**src/rtl/stbc_pkg.sv**
```systemverilog
package stbc_pkg;
    typedef enum logic {
        SLOT_DIRECT = 1'b0,
        SLOT_CODED  = 1'b1
    } stbc_slot_e;
endpackage

```
**src/rtl/stbc_pair_collect.sv**
```systemverilog
module stbc_pair_collect #(
    parameter int W = 9
) (
    input  logic                clk,
    input  logic                rst,
    input  logic                in_valid_i,
    input  logic signed [W-1:0] in_i_i,
    input  logic signed [W-1:0] in_q_i,
    input  logic                in_last_i,
    output logic                pr_valid_o,
    output logic signed [W-1:0] pr_ai_o,
    output logic signed [W-1:0] pr_aq_o,
    output logic signed [W-1:0] pr_bi_o,
    output logic signed [W-1:0] pr_bq_o,
    output logic                odd_err_o
);
    typedef struct packed {
        logic                held;
        logic signed [W-1:0] hi;
        logic signed [W-1:0] hq;
        logic                pv;
        logic signed [W-1:0] ai;
        logic signed [W-1:0] aq;
        logic signed [W-1:0] bi;
        logic signed [W-1:0] bq;
        logic                err;
    } col_t;

    col_t st_d, st_q;

    always_comb begin
        st_d     = st_q;
        st_d.pv  = 1'b0;
        st_d.err = 1'b0;
        if (in_valid_i) begin
            if (!st_q.held) begin
                if (in_last_i) begin
                    st_d.err = 1'b1;
                end else begin
                    st_d.held = 1'b1;
                    st_d.hi   = in_i_i;
                    st_d.hq   = in_q_i;
                end
            end else begin
                st_d.held = 1'b0;
                st_d.pv   = 1'b1;
                st_d.ai   = st_q.hi;
                st_d.aq   = st_q.hq;
                st_d.bi   = in_i_i;
                st_d.bq   = in_q_i;
            end
        end
    end

    always_ff @(posedge clk) begin
        if (rst) st_q <= '0;
        else     st_q <= st_d;
    end

    assign pr_valid_o = st_q.pv;
    assign pr_ai_o    = st_q.ai;
    assign pr_aq_o    = st_q.aq;
    assign pr_bi_o    = st_q.bi;
    assign pr_bq_o    = st_q.bq;
    assign odd_err_o  = st_q.err;


    lone_err_chk: assert property (@(posedge clk) disable iff (rst)
        odd_err_o |-> $past(in_valid_i && in_last_i));


    err_no_pair_chk: assert property (@(posedge clk) disable iff (rst)
        odd_err_o |-> !pr_valid_o);
endmodule

```
**src/rtl/stbc_code_emit.sv**
```systemverilog
module stbc_code_emit
    import stbc_pkg::*;
#(
    parameter int W = 9
) (
    input  logic                clk,
    input  logic                rst,
    input  logic                pr_valid_i,
    input  logic signed [W-1:0] pr_ai_i,
    input  logic signed [W-1:0] pr_aq_i,
    input  logic signed [W-1:0] pr_bi_i,
    input  logic signed [W-1:0] pr_bq_i,
    output logic                out_valid_o,
    output logic signed [W-1:0] a0_i_o,
    output logic signed [W-1:0] a0_q_o,
    output logic signed [W-1:0] a1_i_o,
    output logic signed [W-1:0] a1_q_o
);
    localparam logic signed [W-1:0] MINV = {1'b1, {(W-1){1'b0}}};
    localparam logic signed [W-1:0] MAXV = {1'b0, {(W-1){1'b1}}};

    function automatic logic signed [W-1:0] sat_neg(input logic signed [W-1:0] x);
        if (x == MINV) return MAXV;
        return -x;
    endfunction

    typedef struct packed {
        logic                v2;
        logic signed [W-1:0] ai;
        logic signed [W-1:0] aq;
        logic signed [W-1:0] bi;
        logic signed [W-1:0] bq;
        logic                coded_due;
        logic                ov;
        stbc_slot_e          slot;
        logic signed [W-1:0] o0i;
        logic signed [W-1:0] o0q;
        logic signed [W-1:0] o1i;
        logic signed [W-1:0] o1q;
    } emit_t;

    emit_t st_d, st_q;

    always_comb begin
        st_d           = st_q;
        st_d.v2        = pr_valid_i;
        if (pr_valid_i) begin
            st_d.ai = pr_ai_i;
            st_d.aq = pr_aq_i;
            st_d.bi = pr_bi_i;
            st_d.bq = pr_bq_i;
        end
        st_d.coded_due = 1'b0;
        st_d.ov        = 1'b0;
        st_d.slot      = SLOT_DIRECT;
        st_d.o0i       = '0;
        st_d.o0q       = '0;
        st_d.o1i       = '0;
        st_d.o1q       = '0;
        if (st_q.v2) begin
            st_d.ov        = 1'b1;
            st_d.coded_due = 1'b1;
            st_d.o0i       = st_q.ai;
            st_d.o0q       = st_q.aq;
            st_d.o1i       = st_q.bi;
            st_d.o1q       = st_q.bq;
        end else if (st_q.coded_due) begin
            st_d.ov   = 1'b1;
            st_d.slot = SLOT_CODED;
            st_d.o0i  = sat_neg(st_q.bi);
            st_d.o0q  = st_q.bq;
            st_d.o1i  = st_q.ai;
            st_d.o1q  = sat_neg(st_q.aq);
        end
    end

    always_ff @(posedge clk) begin
        if (rst) st_q <= '0;
        else     st_q <= st_d;
    end

    assign out_valid_o = st_q.ov;
    assign a0_i_o      = st_q.o0i;
    assign a0_q_o      = st_q.o0q;
    assign a1_i_o      = st_q.o1i;
    assign a1_q_o      = st_q.o1q;


    slot_timing_chk: assert property (@(posedge clk) disable iff (rst)
        pr_valid_i |-> ##2 (out_valid_o && st_q.slot == SLOT_DIRECT)
                       ##1 (out_valid_o && st_q.slot == SLOT_CODED));


    slot_clash_chk: assert property (@(posedge clk) disable iff (rst)
        !(st_q.v2 && st_q.coded_due));


    coded_keeps_a_chk: assert property (@(posedge clk) disable iff (rst)
        (out_valid_o && st_q.slot == SLOT_CODED) |-> (a1_i_o == $past(a0_i_o)));


    reset_quiet_chk: assert property (@(posedge clk) disable iff (rst)
        $past(rst) |-> !out_valid_o);
endmodule

```
**src/rtl/stbc_pair_encoder.sv**
```systemverilog
module stbc_pair_encoder #(
    parameter int W = 9
) (
    input  logic                clk,
    input  logic                rst,
    input  logic                sym_valid,
    input  logic signed [W-1:0] sym_i,
    input  logic signed [W-1:0] sym_q,
    input  logic                sym_last,
    output logic                tx_valid,
    output logic signed [W-1:0] ant0_i,
    output logic signed [W-1:0] ant0_q,
    output logic signed [W-1:0] ant1_i,
    output logic signed [W-1:0] ant1_q,
    output logic                odd_err
);
    logic                pr_valid;
    logic signed [W-1:0] pr_ai, pr_aq, pr_bi, pr_bq;

    stbc_pair_collect #(.W(W)) u_collect (
        .clk        (clk),
        .rst        (rst),
        .in_valid_i (sym_valid),
        .in_i_i     (sym_i),
        .in_q_i     (sym_q),
        .in_last_i  (sym_last),
        .pr_valid_o (pr_valid),
        .pr_ai_o    (pr_ai),
        .pr_aq_o    (pr_aq),
        .pr_bi_o    (pr_bi),
        .pr_bq_o    (pr_bq),
        .odd_err_o  (odd_err)
    );

    stbc_code_emit #(.W(W)) u_emit (
        .clk         (clk),
        .rst         (rst),
        .pr_valid_i  (pr_valid),
        .pr_ai_i     (pr_ai),
        .pr_aq_i     (pr_aq),
        .pr_bi_i     (pr_bi),
        .pr_bq_i     (pr_bq),
        .out_valid_o (tx_valid),
        .a0_i_o      (ant0_i),
        .a0_q_o      (ant0_q),
        .a1_i_o      (ant1_i),
        .a1_q_o      (ant1_q)
    );
endmodule

```
**config.mk**
```make
export PLATFORM = sky130hd
export DESIGN_NAME = stbc_pair_encoder
export DESIGN_NICKNAME = d
export VERILOG_FILES = /design/src/rtl/stbc_pkg.sv /design/src/rtl/stbc_pair_collect.sv /design/src/rtl/stbc_code_emit.sv /design/src/rtl/stbc_pair_encoder.sv
export SDC_FILE = /design/constraint.sdc
export NUM_CORES = 1
export LEC_CHECK = 0
export BUFFER_PORTS_ARGS = -buffer_cell sky130_fd_sc_hd__buf_2
export CAP_MARGIN = 15
export CORE_ASPECT_RATIO = 1.1
export CORE_UTILIZATION = 50
export CTS_CLUSTER_DIAMETER = 40
export DETAILED_ROUTE_END_ITERATION = 12
export GPL_TIMING_DRIVEN = 0
export PLACE_DENSITY = 0.75
export SLEW_MARGIN = 20
export SYNTH_ARGS = -nofsm -noshare
export SYNTH_HDL_FRONTEND = slang
export SYNTH_HIERARCHICAL = 1
export SYNTH_SLANG_ARGS = --single-unit
```
**constraint.sdc**
```tcl
create_clock -name clk -period 2.1 [get_ports clk]
set_input_delay 0.105 -clock clk [delete_from_list [all_inputs] [get_ports clk]]
set_output_delay 0.105 -clock clk [all_outputs]
set_load 0.03 [all_outputs]
```
==> summary.md <==
| Metric | Value |
|---|---|
| Commonest non-fill, non-tap cells in the layout | dfxtp_1 (132), buf_2 (80), buf_4 (74), mux2i_1 (54), nor2_1 (45) |
| Area occupied by multi-input gates | 2340 um^2 |
| Vias | 4168 |
| Syn_area_per_cell | 9.76 um^2 |
| Reg-to-reg slack, setup | 0.36 ns |
| Total negative slack | 0 ns |
| Initial Util | 52.1% |
| H-tree depth | 4 |
| Clk slew on worst S/H paths | 0.05 ns |
| Diode count | 0 |
| Setup violations, final | 0 |
| Arrival time at the worst endpoint | about 2 ns |
| CTS Buf Count | 17 |
| CTS tree | done |
| PortBufs | a little under 60 |
| Most common cell after layout, fill and taps aside | dfxtp_1 |
| FMAX | 0.575 GHz |
| Latest clock arrival within the worst-skew pair | 0.41 ns |
| Total GRT Usage | between 20% and 30% |
| Full die area | ~12000 um^2 |
| Ratio of cells with drive above 1 in the final layout | 29.6% |
| Die Wd | 104 um |
| Synth warn | 6 |
| Antenna violations before repair | 0 |
| Final ANT Viol Nets | 0 |
| Clk sink count | 132 |
| Sequential-to-total area share from yosys stat | 45.9% |
| Worst VDD drop | 0.455 mV |
| Num ports | 60 |
| Status | finished clean |
| Post-Syn Area | 5760 um^2 |
| Total wire length | 11600 um |
| Worst min path class | in -> reg |
| Placed Area | 6240 um^2 |
| Filler cell count | 916 |
| DR WL/cell | 13.7 um |
| Synth area leader | dfxtp_1 |
| Synth top area cells | dfxtp_1 (46%), buf_4 (9.6%), mux2i_1 (9.4%), nand2b_1 (4.0%), a21bo_2 (3.5%) |
| Worst clock skew | 0.00914 ns |
| DRC violation total after the first TritonRoute iteration | 180 |
| Startpoint Class | register |
| Net count after synthesis | between 600 and 700 |
| Post-route clock period utilization | 82.9% |
| CP max FO | 4 |
| GRT overflow | 0 |
| Drt first pass iters | 4 |
| Core area | about 11000 um^2 |
| First-pass GRT wire length | 19400 um |
| Largest net degree at the start of global routing | 17 |
| Design Area, Final | 7020 um^2 |
| MaxCap Viol Count | 0 |
| Root Driver | clkbuf_16 |
| Fin nets | 711 |
| CP Class | reg -> reg |
| Register area | between 2000 and 3000 um^2 |
| DRC | 0 |
| CP Capture Type | register |
| GP Congestion | 0.825 |
| WP data required | 2.40 ns |
| Area share of the largest cell type after synthesis | 45.9% |
| Final Hold Fails | 0 |
| Slew Limit Headroom | 64.1% |
| RSZ-0062 raised after global routing | false |
| Final Max Slew Viols | 0 |
| Post-Syn Instances | a little under 600 |
| Lkg Pwr | between 3 and 4 nW |
| Period minus WS final | about 1.7 ns |
| Count of cell types in the netlist | 41 |
| Cell row count | 40 |
| Clk buf depth | 2 |
| Vias in the first global route | 4026 |
| Synthesized flop and latch total | between 100 and 150 |
| Post-DR vias/cell | 4.93 |
| PwrDens | 817 nW/um^2 |
| P&R area growth vs syn | 21.9% |
| Post-CTS Setup Repair Bufs | 0 |
| Slew of the pin with the lowest slew margin | 0.538 ns |
| HPWL Detailed | just under 9000 um |
| Die Ht | 115 um |
## state kept, by name, summed over array words and instances, names as in the netlist
| name | count |
|---|---|
| u_collect/pr_bi_o | 9 |
| u_emit/a1_q_o | 9 |
| u_emit/out_valid_o | 1 |
| u_collect/pr_valid_o | 1 |
| u_collect/st_q | 19 |
| u_collect/pr_bq_o | 9 |
| u_collect/odd_err_o | 1 |
| u_collect/pr_ai_o | 9 |
| u_emit/st_q | 38 |
| u_emit/a0_i_o | 9 |
| u_emit/a1_i_o | 9 |
| u_emit/a0_q_o | 9 |
| u_collect/pr_aq_o | 9 |
## worst max-delay path, stage by stage, from the launching register on
cell      delay [ns]
dfxtp_1         0.34
inv_1           0.07
ha_1            0.17
nor3b_1         0.37
nor3b_1         0.38
a211oi_1        0.13
a21o_1          0.17
## repair_timing
item                                   in CTS  in global routing
endpoints found under the hold margin      33                  0
hold buffers                               19                  0
gates resized for setup                     0                  0
## cells in the mapped netlist, drive strengths merged
| cell | instances |
|---|---|
| dfxtp | 132 |
| buf | 100 |
| mux2i | 54 |
| nor2 | 45 |
| a21oi | 37 |
| nand2b | 37 |
| nand3 | 37 |
| a21bo | 36 |
| nand2 | 23 |
| a22o | 18 |
| clkbuf | 15 |
| o21ai | 7 |
| xnor2 | 7 |
| nor3b | 5 |
| a221o | 4 |
| inv | 4 |
| nor2b | 3 |
| o211ai | 3 |
| xor2 | 3 |
| a211oi | 2 |
| a21o | 2 |
| and2 | 2 |
| ha | 2 |
| nor3 | 2 |
| or4b | 2 |
| a22oi | 1 |
| a32oi | 1 |
| and3 | 1 |
| nor4 | 1 |
| nor4bb | 1 |
| o21ba | 1 |
| o311ai | 1 |
| o41ai | 1 |
## metal layers
metal  up-vias  track usage, %  routed length, um  part of all wire [%]
li1       2136               -                  -                     -
met2       112            36.3               5620                    48
met3        24            5.58                445                   3.8
met1      1896            24.1               5290                    46
met4         0            9.43                273                   2.3
met5         -               0                  0                     0
## cell type report
cell class | count | area share (%)
sequential | 132 | 37.6
timing repair buffer | 78 | 6.92
tap | 147 | 2.62
clock buffer | 28 | 7.50
buffer | 115 | 10.8
clock inverter | 3 | 0.927
multi-input combinational | 339 | 33.4
inverter | 4 | 0.214
## cell families (layout without fill, tap and decap cells)
| kind of cell | after synthesis | count (layout) | share of synthesized area (%) |
|---|---|---|---|
| flops | 132 | 132 | 45.9 |
| xor+xnor | 10 | 10 | 1.52 |
| buf+inv | 119 | 228 | 13.5 |
| mux | 54 | 54 | 9.39 |
| simple gates | 159 | 159 | 14.1 |
| compound gates | 114 | 114 | 15.2 |
| fa+ha+maj | 2 | 2 | 0.435 |
## final timing paths
| check | from | to | cells past startpoint |
|---|---|---|---|
| hold / removal | rst | u_emit/st_q[47] | 3 |
| hold reg to reg | u_collect/st_q[39] | u_collect/st_q[39] | 2 |
| setup / recovery | u_emit/st_q[58] | u_emit/a1_q_o[8] | 6 |
| setup reg to reg | u_emit/st_q[58] | u_emit/a1_q_o[8] | 6 |
## power by group
part | switching, mW | total (mW) | internal, mW
combinational | 0.152 | 0.284 | 0.132
clock | 0.966 | 2.89 | 1.93
sequential | 0.0191 | 2.56 | 2.54
## through the flow
| stage | total power [mW] | hold slack (ns) | util, % | std cells | setup WS, ns |
|---|---|---|---|---|---|
| 2_1_floorplan | 2.78 | 0.252 | - | 590 | 0.583 |
| 3_3_place_gp | 2.86 | 0.384 | 56.4 | 796 | 0.414 |
| 3_5_place_dp | 2.87 | 0.394 | 56.4 | 796 | 0.398 |
| 4_1_cts | 5.77 | 0.244 | 63.5 | 846 | 0.371 |
| 5_1_grt | 5.91 | 0.278 | 63.5 | 846 | 0.178 |
| 6_report | 5.74 | 0.258 | 63.5 | 846 | 0.360 |
No activity file was read; power rests on OpenSTA's default activity.
